File: src/rtl/scan_port_pkg.sv
package scan_port_pkg;

  localparam int IR_W = 10;
  localparam int ID_W = 32;

  typedef enum logic [3:0] {
    ST_RESET  = 4'hF,
    ST_IDLE   = 4'hC,
    ST_SEL_DR = 4'h7,
    ST_CAP_DR = 4'h6,
    ST_SH_DR  = 4'h2,
    ST_EX1_DR = 4'h1,
    ST_PAU_DR = 4'h3,
    ST_EX2_DR = 4'h0,
    ST_UPD_DR = 4'h5,
    ST_SEL_IR = 4'h4,
    ST_CAP_IR = 4'hE,
    ST_SH_IR  = 4'hA,
    ST_EX1_IR = 4'h9,
    ST_PAU_IR = 4'hB,
    ST_EX2_IR = 4'h8,
    ST_UPD_IR = 4'hD
  } tapState_e;

  localparam logic [IR_W-1:0] OP_SNAPSHOT = 10'h005;
  localparam logic [IR_W-1:0] OP_PINDRIVE = 10'h00F;
  localparam logic [IR_W-1:0] OP_PASS     = 10'h3FF;
  localparam logic [IR_W-1:0] OP_USERID   = 10'h007;
  localparam logic [IR_W-1:0] OP_DEVID    = 10'h006;
  localparam logic [IR_W-1:0] OP_FLOAT    = 10'h00B;
  localparam logic [IR_W-1:0] OP_HOLD     = 10'h00A;

  localparam logic [IR_W-1:0] IR_CAPTURE  = {{(IR_W-1){1'b0}}, 1'b1};

  typedef enum logic [1:0] {
    PATH_BYP = 2'd0,
    PATH_ID  = 2'd1,
    PATH_BND = 2'd2
  } drPath_e;

  typedef struct packed {
    logic    capIr;
    logic    shIr;
    logic    capDr;
    logic    shDr;
    logic    updDr;
    drPath_e path;
    logic    useUser;
  } tapStrobe_t;

endpackage

File: src/rtl/scan_port_ctrl.sv
module scan_port_ctrl
  import scan_port_pkg::*;
(
  input  logic       testClk,
  input  logic       testRstN,
  input  logic       modeSel,
  input  logic       scanIn,
  output tapStrobe_t strobe,
  output logic       irSerial,
  output logic       modeCtl,
  output logic       highzCtl
);

  tapState_e        stateQ, stateD;
  logic [IR_W-1:0]  irShift;
  logic [IR_W-1:0]  irActive;
  drPath_e          pathSel;
  logic             userSel;

  // next-state steering by modeSel
  always_comb begin
    case (stateQ)
      ST_RESET:  stateD = modeSel ? ST_RESET  : ST_IDLE;
      ST_IDLE:   stateD = modeSel ? ST_SEL_DR : ST_IDLE;
      ST_SEL_DR: stateD = modeSel ? ST_SEL_IR : ST_CAP_DR;
      ST_CAP_DR: stateD = modeSel ? ST_EX1_DR : ST_SH_DR;
      ST_SH_DR:  stateD = modeSel ? ST_EX1_DR : ST_SH_DR;
      ST_EX1_DR: stateD = modeSel ? ST_UPD_DR : ST_PAU_DR;
      ST_PAU_DR: stateD = modeSel ? ST_EX2_DR : ST_PAU_DR;
      ST_EX2_DR: stateD = modeSel ? ST_UPD_DR : ST_SH_DR;
      ST_UPD_DR: stateD = modeSel ? ST_SEL_DR : ST_IDLE;
      ST_SEL_IR: stateD = modeSel ? ST_RESET  : ST_CAP_IR;
      ST_CAP_IR: stateD = modeSel ? ST_EX1_IR : ST_SH_IR;
      ST_SH_IR:  stateD = modeSel ? ST_EX1_IR : ST_SH_IR;
      ST_EX1_IR: stateD = modeSel ? ST_UPD_IR : ST_PAU_IR;
      ST_PAU_IR: stateD = modeSel ? ST_EX2_IR : ST_PAU_IR;
      ST_EX2_IR: stateD = modeSel ? ST_UPD_IR : ST_SH_IR;
      ST_UPD_IR: stateD = modeSel ? ST_SEL_DR : ST_IDLE;
      default:   stateD = ST_RESET;
    endcase
  end

  always_ff @(posedge testClk or negedge testRstN) begin
    if (!testRstN) stateQ <= ST_RESET;
    else           stateQ <= stateD;
  end

  // instruction shift stage
  always_ff @(posedge testClk or negedge testRstN) begin
    if (!testRstN)               irShift <= '0;
    else if (stateQ == ST_CAP_IR) irShift <= IR_CAPTURE;
    else if (stateQ == ST_SH_IR)  irShift <= {scanIn, irShift[IR_W-1:1]};
  end

  // held instruction: reloaded on entry to reset, replaced at update
  always_ff @(posedge testClk or negedge testRstN) begin
    if (!testRstN)                irActive <= OP_DEVID;
    else if (stateD == ST_RESET)  irActive <= OP_DEVID;
    else if (stateQ == ST_UPD_IR) irActive <= irShift;
  end

  // instruction decode
  always_comb begin
    pathSel = PATH_BYP;
    userSel = 1'b0;
    case (irActive)
      OP_DEVID:    pathSel = PATH_ID;
      OP_USERID: begin
        pathSel = PATH_ID;
        userSel = 1'b1;
      end
      OP_SNAPSHOT,
      OP_PINDRIVE: pathSel = PATH_BND;
      default:     pathSel = PATH_BYP;
    endcase
  end

  assign modeCtl  = (irActive == OP_PINDRIVE) || (irActive == OP_HOLD);
  assign highzCtl = (irActive == OP_FLOAT);
  assign irSerial = irShift[0];

  assign strobe.capIr   = (stateQ == ST_CAP_IR);
  assign strobe.shIr    = (stateQ == ST_SH_IR);
  assign strobe.capDr   = (stateQ == ST_CAP_DR);
  assign strobe.shDr    = (stateQ == ST_SH_DR);
  assign strobe.updDr   = (stateQ == ST_UPD_DR);
  assign strobe.path    = pathSel;
  assign strobe.useUser = userSel;

  // run-length of high modeSel, used only by the checks below
  logic [2:0] onesRun;
  always_ff @(posedge testClk or negedge testRstN) begin
    if (!testRstN)           onesRun <= '0;
    else if (!modeSel)       onesRun <= '0;
    else if (onesRun != 3'd5) onesRun <= onesRun + 3'd1;
  end

  assert_five_ones_reset_R2: assert property (@(posedge testClk) disable iff (!testRstN)
    (onesRun == 3'd5) |-> (stateQ == ST_RESET));

  assert_reset_holds_devid_R3: assert property (@(posedge testClk) disable iff (!testRstN)
    (stateQ == ST_RESET) |-> (irActive == OP_DEVID));

  assert_instr_only_at_update_R9: assert property (@(posedge testClk) disable iff (!testRstN)
    (stateQ != ST_UPD_IR) |=> ($stable(irActive) || stateQ == ST_RESET));

  assert_one_path_R6: assert property (@(posedge testClk) disable iff (!testRstN)
    $countones({pathSel == PATH_BYP, pathSel == PATH_ID, pathSel == PATH_BND}) == 1);

  assert_pin_ctl_exclusive_R11: assert property (@(posedge testClk) disable iff (!testRstN)
    !(modeCtl && highzCtl));

endmodule

File: src/rtl/scan_port_dpath.sv
module scan_port_dpath
  import scan_port_pkg::*;
#(
  parameter logic [ID_W-1:0] ID_VALUE = 32'h0000_0001
) (
  input  logic            testClk,
  input  logic            testRstN,
  input  logic            scanIn,
  input  tapStrobe_t      strobe,
  input  logic            irSerial,
  input  logic [ID_W-1:0] userWord,
  input  logic            bndReturn,
  output logic            scanOut,
  output logic            scanOutEn
);

  logic            bypassQ;
  logic [ID_W-1:0] idShift;
  logic            serialBit;
  logic            tdoQ, tdoEnQ;

  always_ff @(posedge testClk or negedge testRstN) begin
    if (!testRstN) bypassQ <= 1'b0;
    else if (strobe.path == PATH_BYP) begin
      if (strobe.capDr)     bypassQ <= 1'b0;
      else if (strobe.shDr) bypassQ <= scanIn;
    end
  end

  always_ff @(posedge testClk or negedge testRstN) begin
    if (!testRstN) idShift <= ID_VALUE;
    else if (strobe.path == PATH_ID) begin
      if (strobe.capDr)     idShift <= strobe.useUser ? userWord : ID_VALUE;
      else if (strobe.shDr) idShift <= {scanIn, idShift[ID_W-1:1]};
    end
  end

  always_comb begin
    if (strobe.shIr) serialBit = irSerial;
    else begin
      case (strobe.path)
        PATH_ID:  serialBit = idShift[0];
        PATH_BND: serialBit = bndReturn;
        default:  serialBit = bypassQ;
      endcase
    end
  end

  // output side moves on the falling edge
  always_ff @(negedge testClk or negedge testRstN) begin
    if (!testRstN) begin
      tdoQ   <= 1'b0;
      tdoEnQ <= 1'b0;
    end else begin
      tdoQ   <= serialBit;
      tdoEnQ <= strobe.shIr | strobe.shDr;
    end
  end

  assign scanOut   = tdoQ;
  assign scanOutEn = tdoEnQ;

  assert_out_en_window_R4: assert property (@(posedge testClk) disable iff (!testRstN)
    scanOutEn == (strobe.shIr | strobe.shDr));

  assert_bypass_captures_zero_R7: assert property (@(posedge testClk) disable iff (!testRstN)
    (strobe.capDr && strobe.path == PATH_BYP) |=> (bypassQ == 1'b0));

  assert_devid_lsb_one_R3: assert property (@(posedge testClk) disable iff (!testRstN)
    (strobe.capDr && strobe.path == PATH_ID && !strobe.useUser) |=> idShift[0]);

  assert_user_load_R8: assert property (@(posedge testClk) disable iff (!testRstN)
    (strobe.capDr && strobe.path == PATH_ID && strobe.useUser) |=> (idShift == $past(userWord)));

endmodule

File: src/rtl/scan_port_top.sv
module scan_port_top
  import scan_port_pkg::*;
#(
  parameter logic [3:0]  VERSION_ID = 4'h3,
  parameter logic [15:0] PART_ID    = 16'h2A51,
  parameter logic [10:0] MANUF_ID   = 11'h0B5
) (
  input  logic            testClk,
  input  logic            testRstN,
  input  logic            modeSel,
  input  logic            scanIn,
  output logic            scanOut,
  output logic            scanOutEn,
  input  logic            bndReturn,
  input  logic [ID_W-1:0] userWord,
  output logic            bndCapture,
  output logic            bndShift,
  output logic            bndUpdate,
  output logic            pinMode,
  output logic            pinHighZ
);

  localparam logic [ID_W-1:0] ID_VALUE = {VERSION_ID, PART_ID, MANUF_ID, 1'b1};

  tapStrobe_t strobe;
  logic       irSerial;
  logic       bndSel;

  scan_port_ctrl u_ctrl (
    .testClk  (testClk),
    .testRstN (testRstN),
    .modeSel  (modeSel),
    .scanIn   (scanIn),
    .strobe   (strobe),
    .irSerial (irSerial),
    .modeCtl  (pinMode),
    .highzCtl (pinHighZ)
  );

  scan_port_dpath #(.ID_VALUE(ID_VALUE)) u_dpath (
    .testClk   (testClk),
    .testRstN  (testRstN),
    .scanIn    (scanIn),
    .strobe    (strobe),
    .irSerial  (irSerial),
    .userWord  (userWord),
    .bndReturn (bndReturn),
    .scanOut   (scanOut),
    .scanOutEn (scanOutEn)
  );

  assign bndSel     = (strobe.path == PATH_BND);
  assign bndCapture = strobe.capDr & bndSel;
  assign bndShift   = strobe.shDr  & bndSel;
  assign bndUpdate  = strobe.updDr & bndSel;

  assert_bnd_strobes_exclusive_R10: assert property (@(posedge testClk) disable iff (!testRstN)
    $onehot0({bndCapture, bndShift, bndUpdate}));

endmodule

File: config.mk
export PLATFORM = sky130hd
export DESIGN_NAME = scan_port_top
export DESIGN_NICKNAME = d
export VERILOG_FILES = /design/src/rtl/scan_port_pkg.sv /design/src/rtl/scan_port_ctrl.sv /design/src/rtl/scan_port_dpath.sv /design/src/rtl/scan_port_top.sv
export SDC_FILE = /design/constraint.sdc
export NUM_CORES = 1
export LEC_CHECK = 0
export ABC_CLOCK_PERIOD_IN_PS = 8100
export BUFFER_PORTS_ARGS = -buffer_cell sky130_fd_sc_hd__buf_2
export CORE_MARGIN = 2
export CORE_UTILIZATION = 45
export DETAILED_ROUTE_END_ITERATION = 16
export PLACE_DENSITY = 0.68
export SLEW_MARGIN = 5
export SYNTH_ARGS = -nofsm -noshare
export SYNTH_HDL_FRONTEND = slang
export SYNTH_SLANG_ARGS = --single-unit
File: constraint.sdc
create_clock -name testClk -period 8.1 [get_ports testClk]
set_input_delay 1.62 -clock testClk [delete_from_list [all_inputs] [get_ports testClk]]
set_output_delay 1.62 -clock testClk [all_outputs]
set_load 0.03 [all_outputs]
# Yosys cells after proc, flatten, opt, wreduce, memory -nomap -nowiden
# Index checks and enable logic that the tools add are counted.
dict set report totals {
  input_bits 37
  reg_bits 59
  word_cells 74
  output_inout_bits 7
}
dict set report op_classes {
  muxes 26
  bitwise_logic 4
  n_eq_ne 24
  reduce_logical 13
}
# op count
set op_table {}
lappend op_table {{2-to-1 mux 32 bit} 3}
lappend op_table {{case mux 4 bit (12 select lines)} 1}
lappend op_table {{2-to-1 mux 10 bit} 4}
lappend op_table {{equality test 4 bit, second input constant} 9}
lappend op_table {{equality test 10 x 3 -> 1 bit, second input constant} 3}
lappend op_table {{equality test 10 x 4 -> 1 bit, second input constant} 3}
lappend op_table {{equality test 4 x 3 -> 1 bit, second input constant} 4}
lappend op_table {{2-to-1 mux 2 bit} 6}
lappend op_table {{2-to-1 mux 3 bit} 4}
lappend op_table {{equality test 4 x 2 -> 1 bit, second input constant} 2}
lappend op_table {{OR reduction 2 bit} 4}
lappend op_table {{nonzero test 2 bit} 3}
lappend op_table {{2-to-1 mux 1 bit} 5}
lappend op_table {{equality test 4 x 1 -> 1 bit, second input constant} 1}
lappend op_table {{zero test 4 bit} 1}
lappend op_table {{2-to-1 mux 4 bit} 1}
lappend op_table {{case mux 2 bit (2 select lines)} 1}
lappend op_table {{AND reduction 2 bit} 2}
lappend op_table {{AND 1 bit} 3}
lappend op_table {{OR reduction 3 bit} 1}
lappend op_table {{equality test 2 x 1 -> 1 bit, second input constant} 1}
lappend op_table {{equality test 2 bit, second input constant} 1}
lappend op_table {{zero test 2 bit} 1}
lappend op_table {{case mux 1 bit (2 select lines)} 1}
lappend op_table {{2 further kinds} 2}

# Depth between registers and ports, before layout
dict set report depth {
  depth_word 6
  mapped_depth 11
  depth_no_buf 7
}

# Cells and area by module
# A second synthesis with hierarchy kept.
dict set report hier_totals {
  cells_unflattened 341
  hier_area_um2 3057.9
}
# module instances cells_per_inst seq_area_each_um2 area_per_inst_um2
set modules_own_cells {}
lappend modules_own_cells {scan_port_dpath 1 201 893.4 1855.5}
lappend modules_own_cells {scan_port_ctrl 1 137 608.1 1176.1}
lappend modules_own_cells {scan_port_top 1 3 0.0 26.3}

==> metrics.txt <==
outcome finished, final reports clean; CTS tree done; M2 GR Usage 28.54%; crit-path max cell delay 0.74 ns; Synth Area per Inst 8.879 um^2; critical path startpoint u_ctrl.irActive[5]; Starting Density 47.28%; vias in the first global route 2443; clock root buffer clkbuf_8; RSZ-0062 raised after global routing false; Synth Instances 342; First DRT Iteration DRCs 129; GR Util met3 3.946%; Hold/Removal Path Class flop to flop; Seq cells post-synth 59; Synth Flop Type dfrtp_1; Pleak 1.573 nW; final hold slack 0.4851 ns; total of max-cap violations 0; Reg-to-Reg Start u_ctrl.irActive[5]; DIE AREA 7421 um^2; clk buf depth 2; Vias 2473; CP max stage cell or4_4; Post-synth EDFFs 0; nets 409; HPWL after DPL 4132 um; post-synth cell types 42; global route hottest layer met2; Worst-path clk slew 0.07 ns; CP top delay family simple AND/OR/NAND/NOR gates; kind of critical path flop to flop; drt drc 0; post-CTS sizing 0; io pins 44; total gr overflow 0; Layout Utilization 54.02%; share of layout cells above drive strength 1 22.99%; pin count of the biggest net entering global routing 57; setup violators final 0; Slew headroom 24.21%; Layout Area Growth over Synthesis 14.26%; Fill cells 596; WP data arrival 2.97 ns; M1 GR Usage 26.13%; first-pass GRT wire length 11120 um; standard-cell rows 29; Bufs and invs on worst path 0; setup tns final 0 ns; # H-tree levels 3; crit path capture type flop; worst slew pin tran 1.137 ns; Cell Chain, Critical Path or4_4 > or3_1 > or2_2 > ha_1 > a22oi_1 > o21ai_0 > mux2_2; hold path start u_dpath.idShift[29]; initial antenna violation count 0; post-DR wirelength/cell 14.29 um; # Post-CTS Setup Buffers 0; DRT Wirelength 6447 um; fin. max-slew vios 0; pwr/cell area 362.8 nW/um^2; Die H 86.15 um; worst skew pair latency 0.34 ns; type of origin of the critical path flop; hold buffers post-CTS 0; Net Count, Synth 382; GRT Overall Usage 18.99%; Critical Path RT 4.22 ns; Die X-Extent 86.15 um; IO Port Bufs 43; Post-Syn Area 3037 um^2; crit-path max FO 35; Clock Sinks 59; RePlAce Congestion 0.7995; antenna viol nets, final 0; Async SR Flop Fraction 100.0%; CTS Buf Count 9; Final Hold Fails 0; Synth Warn # 0; worst clock skew 0.01114 ns; core area 6422 um^2; Vias/cell 5.483; n_diodes 0; VDD IR max 166.2 uV; drt first pass iters 4; sequential area share after synthesis 49.44%
[Yosys cell counts (2+ instances only)]
cell | n | area, um^2
nand3_1 | 3 | 15.01
nor4_1 | 32 | 200.2
dfstp_2 | 20 | 525.5
nand4b_1 | 2 | 17.52
nand2b_1 | 13 | 81.33
and4b_1 | 2 | 20.02
a21oi_1 | 12 | 60.06
o22a_1 | 11 | 96.34
dfrtn_1 | 2 | 50.05
o21ai_0 | 48 | 240.2
dfrtp_1 | 37 | 925.9
nor2_1 | 8 | 30.03
clkbuf_1 | 27 | 101.4
inv_1 | 34 | 127.6
a2bb2oi_1 | 6 | 52.55
o22ai_1 | 10 | 62.56
buf_1 | 2 | 7.510
or3_1 | 3 | 18.77
nand3b_1 | 5 | 37.54
ha_1 | 3 | 37.54
nand2_1 | 41 | 153.9
[cell families (layout without fill, tap and decap cells)]
family	after synthesis	in the layout	synth area share, %
muxes	1	1	0.3708
xor gates and xnor gates	2	2	0.5769
adders and majority gates	3	3	1.236
DFF	59	59	49.44
and+or+nand+nor	120	120	21.88
AOI/OAI and AO/OA	93	93	18.34
buffers and inverters	64	96	8.158
[routing by layer]
| layer | share of wire [%] | vias up |
|---|---|---|
| met4 | 1.9 | 0 |
| li1 | - | 1262 |
| met3 | 5.1 | 12 |
| met1 | 50 | 1141 |
| met5 | 0 | - |
| met2 | 43 | 58 |
[layout make-up]
type / instances / area [um^2] / area share (%)
inverters: 34 / 127.6 / 3.678
flip-flops and latches: 59 / 1501 / 43.27
well taps: 77 / 96.34 / 2.777
clock inverters: 4 / 48.80 / 1.406
multi-input cells: 219 / 1303 / 37.54
clock buffers: 12 / 155.1 / 4.472
repair buffers: 46 / 237.7 / 6.852
[cell usage in the layout, fill, tap and decap left out, drive strengths merged, types with 11 or more instances in the layout]
cell    instances
a21oi          12
buf            46
clkbuf         12
dfrtp          37
dfstp          20
inv            34
nand2          41
nand2b         13
nor4           32
o21ai          48
o22a           11
[final timing paths]
path,cells after the start,endpoint,slack (ns)
worst max-delay path,7,u_dpath.scanOut,1.25
worst min-delay path,2,u_dpath.idShift[29],0.49
worst min register to register,2,u_dpath.idShift[29],0.49
worst max register to register,7,u_dpath.scanOut,1.25
max in group asynchronous,1,u_dpath.scanOut,2.78
min in group asynchronous,1,u_ctrl.irShift[1],1.14
[registers in the layout, indices dropped and copies added, names as in the netlist]
signal,count
u_ctrl.irActive,10
u_ctrl.irShift,10
u_ctrl.stateQ,4
u_dpath.bypassQ,1
u_dpath.idShift,32
u_dpath.scanOut,1
u_dpath.scanOutEn,1
[report_power, final]
group | total (W) | internal (W) | switching [W] | leakage (nW)
logic | 0.000413 | 0.000167 | 0.000246 | 0.749
registers | 0.000571 | 0.000454 | 0.000117 | 0.717
clock network | 0.000275 | 0.000158 | 0.000116 | 0.106
[worst reg2reg max path, delay by kind of cell, from the launching register on]
kind                       cells  cell delay (ns)
and+or+nand+nor                3             1.49
DFF                            1             0.38
muxes                          1             0.27
adders and majority gates      1             0.25
AOI/OAI and AO/OA              2             0.25
[per-stage QoR]
stage | std cells | setup WS (ns) | total power [W] | area [um^2]
after floorplan | 342 | 1.558 | 0.0008948 | 3037
after global placement | 435 | 1.330 | 0.0009740 | 3266
after detailed placement | 435 | 1.283 | 0.0009866 | 3266
after CTS | 451 | 1.233 | 0.001266 | 3470
after global routing | 451 | 1.110 | 0.001356 | 3470
final | 451 | 1.248 | 0.001259 | 3470
No activity file was read; power rests on OpenSTA's default activity.
